[src/rtl/npc_pkg.sv]
package npc_pkg;
  localparam int ADDR_W = 32;
  localparam int IMM_W = 16;
  localparam int IDX_W = 26;
  localparam int STEP = 4;

  localparam logic [5:0] OP_SPECIAL = 6'd0;
  localparam logic [5:0] OP_REGIMM = 6'd1;
  localparam logic [5:0] OP_J = 6'd2;
  localparam logic [5:0] OP_JAL = 6'd3;
  localparam logic [5:0] OP_BEQ = 6'd4;
  localparam logic [5:0] OP_BNE = 6'd5;
  localparam logic [5:0] OP_BLEZ = 6'd6;
  localparam logic [5:0] OP_BGTZ = 6'd7;
  localparam logic [5:0] FN_JR = 6'h08;
  localparam logic [5:0] FN_JALR = 6'h09;

  typedef enum logic [2:0] {
    CMP_EQ, CMP_NE, CMP_LTZ, CMP_GEZ, CMP_LEZ, CMP_GTZ
  } cmpKind_t;

  typedef struct packed {
    logic condBr;
    cmpKind_t cmp;
    logic regionJmp;
    logic regJmp;
    logic link;
  } npcStrobe_t;
endpackage

[src/rtl/npc_ctrl.sv]
module npc_ctrl
  import npc_pkg::*;
(
  input  logic [5:0] opcode,
  input  logic [5:0] funct,
  input  logic [4:0] rtSel,
  output npcStrobe_t strobe
);
  always_comb begin
    strobe = '{condBr: 1'b0, cmp: CMP_EQ, regionJmp: 1'b0, regJmp: 1'b0, link: 1'b0};
    unique case (opcode)
      OP_SPECIAL: begin
        if (funct == FN_JR || funct == FN_JALR) strobe.regJmp = 1'b1;
        if (funct == FN_JALR) strobe.link = 1'b1;
      end
      OP_REGIMM: begin
        unique case (rtSel)
          5'd0, 5'd16: begin strobe.condBr = 1'b1; strobe.cmp = CMP_LTZ; end
          5'd1, 5'd17: begin strobe.condBr = 1'b1; strobe.cmp = CMP_GEZ; end
          default: ;
        endcase
        if (rtSel == 5'd16 || rtSel == 5'd17) strobe.link = 1'b1;
      end
      OP_J: strobe.regionJmp = 1'b1;
      OP_JAL: begin strobe.regionJmp = 1'b1; strobe.link = 1'b1; end
      OP_BEQ: begin strobe.condBr = 1'b1; strobe.cmp = CMP_EQ; end
      OP_BNE: begin strobe.condBr = 1'b1; strobe.cmp = CMP_NE; end
      OP_BLEZ: begin strobe.condBr = 1'b1; strobe.cmp = CMP_LEZ; end
      OP_BGTZ: begin strobe.condBr = 1'b1; strobe.cmp = CMP_GTZ; end
      default: ;
    endcase
  end
endmodule

[src/rtl/npc_datapath.sv]
module npc_datapath
  import npc_pkg::*;
(
  input  npcStrobe_t strobe,
  input  logic delaySlotEn,
  input  logic [ADDR_W-1:0] curPc,
  input  logic [IMM_W-1:0] imm,
  input  logic [IDX_W-1:0] jIndex,
  input  logic [ADDR_W-1:0] rsVal,
  input  logic [ADDR_W-1:0] rtVal,
  output logic [ADDR_W-1:0] nextPcD,
  output logic takenD,
  output logic linkEnD,
  output logic [ADDR_W-1:0] linkAddrD
);
  localparam int REGION_W = ADDR_W - IDX_W - 2;
  localparam int EXT_W = ADDR_W - IMM_W - 2;

  logic [ADDR_W-1:0] seqPc, skipPc, brOffset, brTarget, regionTarget;
  logic rsNeg, rsZero, condMet;

  assign seqPc = curPc + ADDR_W'(STEP);
  assign skipPc = curPc + ADDR_W'(2 * STEP);
  assign brOffset = {{EXT_W{imm[IMM_W-1]}}, imm, 2'b00};
  assign brTarget = seqPc + brOffset;
  assign regionTarget = {curPc[ADDR_W-1 -: REGION_W], jIndex, 2'b00};

  assign rsNeg = rsVal[ADDR_W-1];
  assign rsZero = (rsVal == '0);

  always_comb begin
    unique case (strobe.cmp)
      CMP_EQ: condMet = (rsVal == rtVal);
      CMP_NE: condMet = (rsVal != rtVal);
      CMP_LTZ: condMet = rsNeg;
      CMP_GEZ: condMet = !rsNeg;
      CMP_LEZ: condMet = rsNeg || rsZero;
      CMP_GTZ: condMet = !rsNeg && !rsZero;
      default: condMet = 1'b0;
    endcase
  end

  always_comb begin
    takenD = 1'b1;
    if (strobe.regJmp) nextPcD = rsVal;
    else if (strobe.regionJmp) nextPcD = regionTarget;
    else if (strobe.condBr && condMet) nextPcD = brTarget;
    else begin
      nextPcD = seqPc;
      takenD = 1'b0;
    end
  end

  assign linkEnD = strobe.link;
  assign linkAddrD = delaySlotEn ? skipPc : seqPc;
endmodule

[src/rtl/npc_unit.sv]
module npc_unit
  import npc_pkg::*;
(
  input  logic clk,
  input  logic rstN,
  input  logic delaySlotEn,
  input  logic [31:0] curPc,
  input  logic [5:0] opcode,
  input  logic [5:0] funct,
  input  logic [4:0] rtSel,
  input  logic [15:0] imm,
  input  logic [25:0] jIndex,
  input  logic [31:0] rsVal,
  input  logic [31:0] rtVal,
  output logic [31:0] nextPc,
  output logic taken,
  output logic linkEn,
  output logic [31:0] linkAddr
);
  npcStrobe_t strobe;
  logic [ADDR_W-1:0] nextPcD, linkAddrD;
  logic takenD, linkEnD;

  npc_ctrl uCtrl (
    .opcode(opcode), .funct(funct), .rtSel(rtSel), .strobe(strobe)
  );

  npc_datapath uPath (
    .strobe(strobe), .delaySlotEn(delaySlotEn), .curPc(curPc), .imm(imm),
    .jIndex(jIndex), .rsVal(rsVal), .rtVal(rtVal), .nextPcD(nextPcD),
    .takenD(takenD), .linkEnD(linkEnD), .linkAddrD(linkAddrD)
  );

  always_ff @(posedge clk) begin
    if (!rstN) begin
      nextPc <= '0;
      taken <= 1'b0;
      linkEn <= 1'b0;
      linkAddr <= '0;
    end else begin
      nextPc <= nextPcD;
      taken <= takenD;
      linkEn <= linkEnD;
      linkAddr <= linkAddrD;
    end
  end
endmodule

[config.mk]
export PLATFORM = sky130hd
export DESIGN_NAME = npc_unit
export DESIGN_NICKNAME = d
export VERILOG_FILES = /design/src/rtl/npc_pkg.sv /design/src/rtl/npc_ctrl.sv /design/src/rtl/npc_datapath.sv /design/src/rtl/npc_unit.sv
export SDC_FILE = /design/constraint.sdc
export NUM_CORES = 1
export LEC_CHECK = 0
export ABC_AREA = 1
export ABC_CLOCK_PERIOD_IN_PS = 5700
export BUFFER_PORTS_ARGS = -buffer_cell sky130_fd_sc_hd__buf_2
export CAP_MARGIN = 20
export CORE_MARGIN = 2
export CORE_UTILIZATION = 29
export CTS_BUF_LIST = sky130_fd_sc_hd__clkbuf_4 sky130_fd_sc_hd__clkbuf_8
export DETAILED_ROUTE_END_ITERATION = 6
export PLACE_DENSITY_LB_ADDON = 0.05
export SYNTH_ARGS = -nofsm -noshare
export SYNTH_HDL_FRONTEND = slang
export SYNTH_HIERARCHICAL = 1
export SYNTH_SLANG_ARGS = --single-unit
export TNS_END_PERCENT = 5
[constraint.sdc]
create_clock -name clk -period 5.7 [get_ports clk]
set_input_delay 0.57 -clock clk [delete_from_list [all_inputs] [get_ports clk]]
set_output_delay 0.57 -clock clk [all_outputs]
set_load 0.02 [all_outputs]
==> results.md <==
* Status: finished clean
* Number of max-cap violations at 0
* Max Fclk at 0.254 GHz
* Seq/Total Area, Yosys at 0.182
* Synth area leaders: nand2_1 (21%), dfxtp_1 (18%), inv_1 (11%), nor2_1 (6.6%), ha_1 (6.4%)
* Root Buffer: clkbuf_8
* Slowest stage delay, CP at 0.38 ns
* TritonCTS clock tree: done
* Worst IR Drop VDD at 0.000109 V
* CP Depth at 23
* Crit-path leading delay family: simple AND/OR/NAND/NOR gates
* Cell variety after synth at between 40 and 50
* First drt pass iteration count at 5
* Share of cells above drive strength 1 at 0.200
* CTS max path bufs at 2
* Critical Path RT at 6.01 ns
* Max-slew headroom at 0.365
* Remaining global-route overflow at 0
* Worst Path Arrival at around 4.3 ns
* Fin crit share at 0.692
* Initial antenna violation count at 0
* DR vias at 8210
* HP Class: in -> reg
* Commonest cells in the netlist: nand2_1 (401), inv_1 (215), nor2_1 (127)
* # IOs at 224
* Num CTS Buffers at 9
* Largest net degree at the start of global routing at 67
* Most area-hungry cell type in the Yosys netlist: nand2_1
* RD Place Congestion at 0.938
* Vias in the first global route at 8077
* Synth Register Bits at 66
* Synth Cell Area at about 7200 sq um
* Drt first-iter violations at 617
* Syn nets at 1464
* First-pass GRT wire length at 46500 um
* Ys flop type: dfxtp_1
* Area share of the largest cell type after synthesis at 0.208
* Mapped Cells at ~1300
* Setup repair bufs after CTS at 0
* Setup WS pre-CTS at between 1 and 1.5 ns
* Crit-path cells: buf_2, ha_1, nand2_1, nor2_4, nand2_4, nor2_8, nand2_4, xor2_1, inv_1, ha_1, nand2_1, nor2_1, inv_1, o21bai_1, nor2_1, or2_0, nand2_1, inv_1, nand3_1, nand3_1, a21oi_1, nand2_1, inv_1
* Die W at 162 um
* Synthesis-to-finish area growth at 22.6%
* CP Buf/Inv Count at 5
* Num rows at 57
* CTS Hold Buffers Added at 0
* Pwr/cell area at 178 nW/um^2
* Busiest grt layer: met2
* Drt drc at 0
* Drt total wl at 30300 um
* Met1 Usage GRT at 0.319
* Final setup vio count at 0
* PortBufs at 223
* N_diodes at 0
* Total GRT Usage at 0.230
* Worst setup path category: in -> reg
* DP Wirelength at 25700 um
* CTS resizes at 0
* Crit start category: input pin
* Clk pin slew, worst setup/hold paths at 0.08 ns
* RSZ-0062 raised after global routing: no
* Worst Max-Slew Pin Slew at 0.949 ns
* Most common cell in the netlist: nand2_1
* Final worst slack at 1.76 ns
* TNS Setup at 0 ns
* Antenna Violating Nets Remaining at 0
* Via density at 4.55
* Clock Sinks at 66
* Avg Cell Area, Syn at ~5.7 sq um
* H-tree levels at 3
* Initial core utilization at 0.297
* # fillers at slightly below 3000
* Fin nets at 1671
* GRT met2 Usage at 0.384
* P_leak at 5.18 nW
* Yosys warnings at 6
* M3 GR Usage at 0.0322
* Worst Hold Depth at 3
* Die ar. at 26200 sq um
* Hold Vio Cnt, Final at 0
* Final Critical Period at 3.94 ns
* Core Area at 24400 sq um
* Die Height at approximately 160 um
* Worst Path Max Fanout at 17
* Critical Path Sink Type: register
* Crit-path slowest cell: ha_1
* EDFF count, synth at 0
* Slew Limit Fails at 0
* Async set-reset flop share out of synthesis at 0
* DR WL/cell at 16.8 um
==> registers in the layout (all words and copies together), names as in the netlist <==
register	cells
nextPc	32
linkEn	1
linkAddr	32
taken	1
==> stage by stage <==
| step | hold WS, ns | power [mW] | util | instances | area [sq um] |
|---|---|---|---|---|---|
| after floorplan | 0.745 | 0.878 | - | 1268 | 7240 |
| after global placement | 0.774 | 1.12 | 0.355 | 1788 | 8650 |
| after detailed placement | 0.772 | 1.11 | 0.355 | 1788 | 8650 |
| after CTS | 0.375 | 1.60 | 0.364 | 1804 | 8870 |
| after global routing | 0.410 | 1.69 | 0.364 | 1804 | 8870 |
| final | 0.394 | 1.58 | 0.364 | 1804 | 8870 |
==> layer usage <==
metal	vias to the layer above	wire (um)
met5	-	0
met4	0	325
met3	20	1590
met2	233	13800
met1	3655	14500
li1	4302	-
==> where the power goes <==
part | leakage (nW) | total [mW] | switching, mW | internal (mW)
Combinational | 4.53 | 0.608 | 0.395 | 0.213
Clock | 0.109 | 0.477 | 0.218 | 0.259
Sequential | 0.549 | 0.496 | 0.00622 | 0.489
Total | 5.18 | 1.58 | 0.619 | 0.961
==> placed cells by master, fill, tap and decap left out, types with 4 or more instances in the layout <==
cell type  synthesis  layout
nand2_1          401     401
buf_2              7     223
inv_1            215     215
nor2_1           127     127
nand3_1           86      86
a21oi_1           71      71
dfxtp_1           66      66
xor2_1            43      43
xnor2_1           42      42
ha_1              37      37
o21ai_0           23      23
inv_2             20      20
nand4_1           18      18
nor3_1            12      11
clkbuf_8           0      10
o21bai_1           8       8
nor2_2             6       6
nand3b_1           6       6
buf_4              9       5
nor2_4             5       5
nand2_2            4       4
and2_1             4       4
==> final cells by class <==
type | instances | area (sq um) | area share
multi-input combinational | 933 | 4880 | 0.550
inverter | 237 | 890 | 0.100
timing repair buffer | 228 | 1150 | 0.130
clock inverter | 6 | 88.8 | 0.0100
tap | 324 | 405 | 0.0457
sequential | 66 | 1320 | 0.149
clock buffer | 10 | 138 | 0.0155
==> worst paths after layout <==
path / start / end / slack, ns
max: curPc[2] / nextPc[16] / 1.76
min: curPc[0] / linkAddr[0] / 0.39
==> cell families (layout without fill, tap and decap cells) <==
group,after synthesis,after routing,share of synthesized area
XOR/XNOR,86,86,0.105
flip-flops,66,66,0.182
adder cells (fa/ha/maj),38,38,0.0667
AO/OA/AOI/OAI,118,118,0.0883
buffers and inverters,269,481,0.145
AND/OR/NAND/NOR,691,691,0.412
Note: power is estimated with default switching activity, not from simulation.
